### src/rtl/isa_bridge_pkg.sv
package isa_bridge_pkg;
  typedef enum logic {PH_IDLE = 1'b0, PH_CMD = 1'b1} phase_e;

  // byte travels on D15:8 only for a word card at an odd address
  function automatic logic use_high_lane(input logic cs16, input logic a0);
    return cs16 & a0;
  endfunction
endpackage

### src/rtl/isa_rd_latch.sv
module isa_rd_latch #(
  parameter int TW = 19
) (
  input  logic          clk_i,
  input  logic          rst_ni,
  input  logic          load_i,
  input  logic          keep_i,
  input  logic [15:0]   word_i,
  input  logic [TW-1:0] tag_i,
  input  logic          kill_i,
  output logic          valid_o,
  output logic [TW-1:0] tag_o,
  output logic [15:0]   word_o
);
  always_ff @(posedge clk_i or negedge rst_ni) begin
    if (!rst_ni) begin
      valid_o <= 1'b0;
      tag_o   <= '0;
      word_o  <= '0;
    end else if (load_i) begin
      valid_o <= keep_i;
      tag_o   <= tag_i;
      word_o  <= word_i;
    end else if (kill_i) begin
      valid_o <= 1'b0;
    end
  end
endmodule

### src/rtl/isa_wr_stage.sv
module isa_wr_stage #(
  parameter int TW = 19
) (
  input  logic          clk_i,
  input  logic          rst_ni,
  input  logic          put_i,
  input  logic [7:0]    byte_i,
  input  logic [TW-1:0] tag_i,
  input  logic          drop_i,
  output logic          valid_o,
  output logic [TW-1:0] tag_o,
  output logic [7:0]    byte_o
);
  always_ff @(posedge clk_i or negedge rst_ni) begin
    if (!rst_ni) begin
      valid_o <= 1'b0;
      tag_o   <= '0;
      byte_o  <= '0;
    end else if (put_i) begin
      valid_o <= 1'b1;
      tag_o   <= tag_i;
      byte_o  <= byte_i;
    end else if (drop_i) begin
      valid_o <= 1'b0;
    end
  end
endmodule

### src/rtl/isa_bridge_seq.sv
module isa_bridge_seq
  import isa_bridge_pkg::*;
#(
  parameter int AW = 20
) (
  input  logic          clk_i,
  input  logic          rst_ni,
  input  logic          start_i,
  input  logic          fast_ack_i,
  input  logic          we_i,
  input  logic [AW-1:0] addr_i,
  input  logic [7:0]    data_i,
  input  logic          pair_i,
  input  logic          ext_i,
  output logic          cmd_o,
  output logic          cmd_we_o,
  output logic [AW-1:0] cmd_addr_o,
  output logic [7:0]    cmd_data_o,
  output logic          cmd_pair_o,
  output logic          cmd_ext_o,
  output logic          ack_o
);
  phase_e phase_q;

  assign cmd_o = (phase_q == PH_CMD);

  always_ff @(posedge clk_i or negedge rst_ni) begin
    if (!rst_ni) begin
      phase_q    <= PH_IDLE;
      cmd_we_o   <= 1'b0;
      cmd_addr_o <= '0;
      cmd_data_o <= '0;
      cmd_pair_o <= 1'b0;
      cmd_ext_o  <= 1'b0;
      ack_o      <= 1'b0;
    end else begin
      ack_o <= fast_ack_i | cmd_o;
      if (start_i) begin
        phase_q    <= PH_CMD;
        cmd_we_o   <= we_i;
        cmd_addr_o <= addr_i;
        cmd_data_o <= data_i;
        cmd_pair_o <= pair_i;
        cmd_ext_o  <= ext_i;
      end else begin
        phase_q <= PH_IDLE;
      end
    end
  end
endmodule

### src/rtl/isa_bridge.sv
module isa_bridge
  import isa_bridge_pkg::*;
#(
  parameter int AW = 20
) (
  input  logic          clk_i,
  input  logic          rst_ni,
  input  logic          host_req_i,
  input  logic          host_we_i,
  input  logic [AW-1:0] host_addr_i,
  input  logic [7:0]    host_wdata_i,
  output logic [7:0]    host_rdata_o,
  output logic          host_ack_o,
  output logic [AW-1:0] bus_addr_o,
  output logic          bus_rd_o,
  output logic          bus_wr_o,
  output logic [15:0]   bus_dat_o,
  output logic [1:0]    bus_lane_oe_o,
  input  logic [15:0]   bus_dat_i,
  input  logic          bus_cs16_i,
  input  logic          bus_sbhe_ext_i,
  output logic          bus_sbhe_pull_o
);
  localparam int TW = AW - 1;

  logic          cmd, cmd_we, cmd_pair, cmd_ext;
  logic [AW-1:0] cmd_addr;
  logic [7:0]    cmd_data;
  logic          lat_valid, stg_valid;
  logic [TW-1:0] lat_tag, stg_tag;
  logic [15:0]   lat_word;
  logic [7:0]    stg_byte;

  logic          acc, a0, rd_hit, stg_put, pair, start, lat_kill;
  logic [TW-1:0] req_tag;
  logic          hi_lane;

  assign acc     = host_req_i & ~cmd;
  assign a0      = host_addr_i[0];
  assign req_tag = host_addr_i[AW-1:1];
  assign rd_hit  = acc & ~host_we_i & lat_valid & a0 & (lat_tag == req_tag);
  assign stg_put = acc & host_we_i & bus_sbhe_ext_i & ~a0;
  assign pair    = acc & host_we_i & bus_sbhe_ext_i & a0 & stg_valid & (stg_tag == req_tag);
  assign start   = acc & ~rd_hit & ~stg_put;
  assign lat_kill = rd_hit | (acc & host_we_i) | (acc & (req_tag != lat_tag));

  isa_bridge_seq #(.AW(AW)) u_seq (
    .clk_i(clk_i), .rst_ni(rst_ni),
    .start_i(start), .fast_ack_i(rd_hit | stg_put),
    .we_i(host_we_i), .addr_i(host_addr_i), .data_i(host_wdata_i),
    .pair_i(pair), .ext_i(bus_sbhe_ext_i),
    .cmd_o(cmd), .cmd_we_o(cmd_we), .cmd_addr_o(cmd_addr),
    .cmd_data_o(cmd_data), .cmd_pair_o(cmd_pair), .cmd_ext_o(cmd_ext),
    .ack_o(host_ack_o)
  );

  isa_rd_latch #(.TW(TW)) u_lat (
    .clk_i(clk_i), .rst_ni(rst_ni),
    .load_i(cmd & ~cmd_we), .keep_i(bus_cs16_i & ~cmd_addr[0]),
    .word_i(bus_dat_i), .tag_i(cmd_addr[AW-1:1]), .kill_i(lat_kill),
    .valid_o(lat_valid), .tag_o(lat_tag), .word_o(lat_word)
  );

  isa_wr_stage #(.TW(TW)) u_stg (
    .clk_i(clk_i), .rst_ni(rst_ni),
    .put_i(stg_put), .byte_i(host_wdata_i), .tag_i(req_tag),
    .drop_i(acc & ~stg_put),
    .valid_o(stg_valid), .tag_o(stg_tag), .byte_o(stg_byte)
  );

  assign hi_lane  = use_high_lane(bus_cs16_i, cmd_addr[0]);
  assign bus_rd_o = cmd & ~cmd_we;
  assign bus_wr_o = cmd & cmd_we;
  assign bus_addr_o = cmd_pair ? {cmd_addr[AW-1:1], 1'b0} : cmd_addr;
  assign bus_sbhe_pull_o = cmd & ~cmd_ext & (~cmd_we | cmd_addr[0]);

  always_comb begin
    bus_dat_o     = '0;
    bus_lane_oe_o = 2'b00;
    if (bus_wr_o) begin
      if (cmd_pair) begin
        bus_dat_o     = {cmd_data, stg_byte};
        bus_lane_oe_o = 2'b11;
      end else if (hi_lane) begin
        bus_dat_o     = {cmd_data, 8'h00};
        bus_lane_oe_o = 2'b10;
      end else begin
        bus_dat_o     = {8'h00, cmd_data};
        bus_lane_oe_o = 2'b01;
      end
    end
  end

  always_ff @(posedge clk_i or negedge rst_ni) begin
    if (!rst_ni) host_rdata_o <= '0;
    else if (rd_hit) host_rdata_o <= lat_word[15:8];
    else if (bus_rd_o) host_rdata_o <= hi_lane ? bus_dat_i[15:8] : bus_dat_i[7:0];
  end
endmodule

### config.mk
export PLATFORM = sky130hd
export DESIGN_NAME = isa_bridge
export DESIGN_NICKNAME = d
export VERILOG_FILES = /design/src/rtl/isa_bridge_pkg.sv /design/src/rtl/isa_rd_latch.sv /design/src/rtl/isa_wr_stage.sv /design/src/rtl/isa_bridge_seq.sv /design/src/rtl/isa_bridge.sv
export SDC_FILE = /design/constraint.sdc
export NUM_CORES = 1
export LEC_CHECK = 0
export BUFFER_PORTS_ARGS = -buffer_cell sky130_fd_sc_hd__buf_2
export CAP_MARGIN = 40
export CORE_UTILIZATION = 51
export CTS_CLUSTER_SIZE = 10
export DETAILED_ROUTE_END_ITERATION = 8
export GPL_TIMING_DRIVEN = 0
export MAX_ROUTING_LAYER = met4
export PLACE_DENSITY = 0.75
export SKIP_LAST_GASP = 1
export SYNTH_ARGS = -nofsm -noshare
export SYNTH_HDL_FRONTEND = slang
export SYNTH_SLANG_ARGS = --single-unit
### constraint.sdc
create_clock -name clk_i -period 6.3 [get_ports clk_i]
set_input_delay 0.945 -clock clk_i [delete_from_list [all_inputs] [get_ports clk_i]]
set_output_delay 0.945 -clock clk_i [all_outputs]
set_load 0.02 [all_outputs]
==> flow_summary.ini <==
[placed_design]
place_ws_ps = 2920
gp_congestion = 0.823
dpl.hpwl_mm = 7.07
place_inst = 634
io_buffers = 99

[synth]
synth_seq_cells = 97
avgSynthCellArea_um2 = 10.9
yosysWarnings = 0
syn-num-nets = 476
syn_inst = 426
async_reset_ff_share_pct = 100
yosys.area.top_type = dfrtp_1
yosysTopAreaCellShare_pct = 52.1
synth-seq-area-share_pct = 52.1
synth_cell_type_count = 33
ys.flop_type = dfrtp_1
synth-edff-count = 0
netlist_area_mm2 = 0.00466
synth_area_leaders = dfrtp_1, mux2_2, nand2_1, xnor2_1, buf_4

[worst_setup_path]
required_ps = 5350
r2r_cells = 5
rr_endpoint = host_rdata_o[4]
crit_path_start_kind = primary input
cp_slowest_cell = clkbuf_1
rrSetupSlack_ps = 3990
path_class = in -> out
endpoint_kind = output port
arrival_ps = 2400
cp_max_fo = 10
cp_num_buf_inv = 3
critPathTopFamily = buffers and inverters
timing.rr.start = u_lat.tag_o[9]
crit_chain = buf_2, nand2_1, clkbuf_1, nand2_1, nor2_1, a21oi_1, nor2_1, buf_2
critPathMaxStageDelay_ps = 430

[route]
drt-initial-drc-count = 91
wl_per_cell_um = 15.0
first_pass_iters = 4
drc = 0
viasPerCell = 5.11
drt_wl_total_mm = 9.74
ant_nets = 0
vias = 3318

[finish]
n_fill_cell = 750
diodes = 0
layout_commonest_cell = nand2_1
final_cell_mix = nand2_1, buf_2, dfrtp_1
area_growth_pct = 18.7
drive_gt1_share_pct = 37.2
finalNonFillerCells = 649
multi_input_area_mm2 = 0.00198
regArea_mm2 = 0.00243
nNetsFinal = 587

[floorplanning]
row_count = 34
io_pins = 100
die_h_um = 97.5
dieWidth_um = 97.5
core_area_mm2 = 0.00876
design.die.area_mm2 = 0.00952
start_util_pct = 53.1

[min_path]
hold_class = reg -> reg
min_to = u_lat.word_o[14]
hp-start = u_lat.word_o[14]
min_path_cells = 2

[cts]
clock_path_buffers = 2
clkTransAtPathRegs_ps = 80
cts_num_sinks = 97
cts-root-buf = clkbuf_8
cts_tree = yes
numCtsBuffers = 9
cts_resized = 0
htree_levels = 3
postCtsSetupRepairBufs = 0
clkLatencyLatePin_ps = 350
postCtsHoldBufs = 0

[global_route]
grt_pass1_wl_mm = 16.3
grt_max_degree = 59
grt_pass1_vias = 3272
grt-ovfl-total = 0
grtUsageTotal_pct = 22.5
antenna_found_initial = 0

[sta]
min_period_over_period_pct = 53.2
setup_viol = 0
worst_slew_pin_slew_ps = 663
setup_slack_ps = 2950
hold_violations = 0
fin_skew_ps = 9.41
slew_violations = 0
tns_ps = 0
max_slew_margin_pct = 55.8
hold_slack_ps = 479
min_period_ps = 3350
rsz0062_at_grt = no
clock.fmax_mhz = 299

[power]
peakVddDrop_uv = 161
total_power_mw = 1.78
powerDensity_mw_per_mm2 = 322
p_leak_nw = 2.73

[outcome]
status = finished, final reports clean

[job]
max_cap_violations = 0
worst reg2reg max path: stages (launching register included):
cell and delay (ps):
dfrtp_1 400, xnor2_1 240, nand4_1 140, or3_4 390, nor4_4 620, mux2_2 410
metrics by stage:
stage	utilization (%)	area, µm²
after floorplan	-	4660
after global placement	60.3	5290
after detailed placement	60.7	5320
after CTS	63.1	5530
after global routing	63.1	5530
final	63.1	5530
sequential cells by signal, summed over array words and instances (netlist names):
name and flops:
u_lat.word_o 8, u_lat.valid_o 1, u_seq.ack_o 1, u_seq.cmd_o 1, u_stg.valid_o 1, host_rdata_o 8
u_lat.tag_o 19, u_seq.cmd_ext_o 1, u_stg.byte_o 8, u_seq.cmd_pair_o 1, u_seq.cmd_data_o 8, u_seq.cmd_we_o 1
u_seq.cmd_addr_o 20, u_stg.tag_o 19
layer usage:
| layer | GRT usage [%] | vias up | part of all wire [%] |
|---|---|---|---|
| met5 | - | - | 0 |
| li1 | - | 1613 | - |
| met2 | 35.4 | 89 | 48 |
| met3 | 3.67 | 12 | 4.5 |
| met4 | 6.79 | 0 | 1.4 |
| met1 | 30.1 | 1604 | 47 |
cells by family (layout without fill, tap and decap cells):
kind of cell           Yosys count  count (layout)  synth area share [%]
flip-flops                      97              97                  52.1
AND/OR/NAND/NOR                154             154                  14.6
XOR/XNOR                        38              38                  7.15
AO/OA/AOI/OAI                   25              25                  3.63
multiplexers                    72              72                  17.2
buffers and inverters           40             155                  5.24
report_power, final:
group | total (mW) | switching [mW] | internal (mW)
logic | 0.480 | 0.242 | 0.238
registers | 0.866 | 0.0965 | 0.769
clock network | 0.432 | 0.200 | 0.232
total | 1.78 | 0.539 | 1.24
cells in the mapped netlist, types with 6 or more instances:
master and count:
a21oi_1 9, nand2_1 100, mux2i_1 8, nand4_1 7
xnor2_1 33, mux2_1 6, clkbuf_1 14, dfrtp_1 97
nor2_1 22, buf_4 19, o21ai_0 9, and2_1 8
mux2_2 58
layout make-up:
| class | count | area share, % |
|---|---|---|
| clock buffers | 12 | 2.63 |
| repair buffers | 100 | 9.51 |
| plain buffers | 36 | 4.14 |
| clock inverters | 3 | 1.18 |
| multi-input cells | 289 | 35.9 |
| well taps | 108 | 2.45 |
| inverters | 4 | 0.272 |
| flip-flops and latches | 97 | 43.9 |
worst max path at each step:
stage / start / to / slack [ps] / depth (start not counted)
CTS: bus_cs16_i / bus_dat_o[7] / 2910 / 8
global route: bus_cs16_i / bus_dat_o[0] / 2810 / 8
finish: bus_cs16_i / bus_dat_o[7] / 2950 / 8
global placement: bus_cs16_i / bus_dat_o[6] / 2910 / 8
floorplan: bus_cs16_i / bus_dat_o[0] / 3330 / 6
detailed placement: bus_cs16_i / bus_dat_o[7] / 2920 / 8
Power figures use the tool's default switching activity.
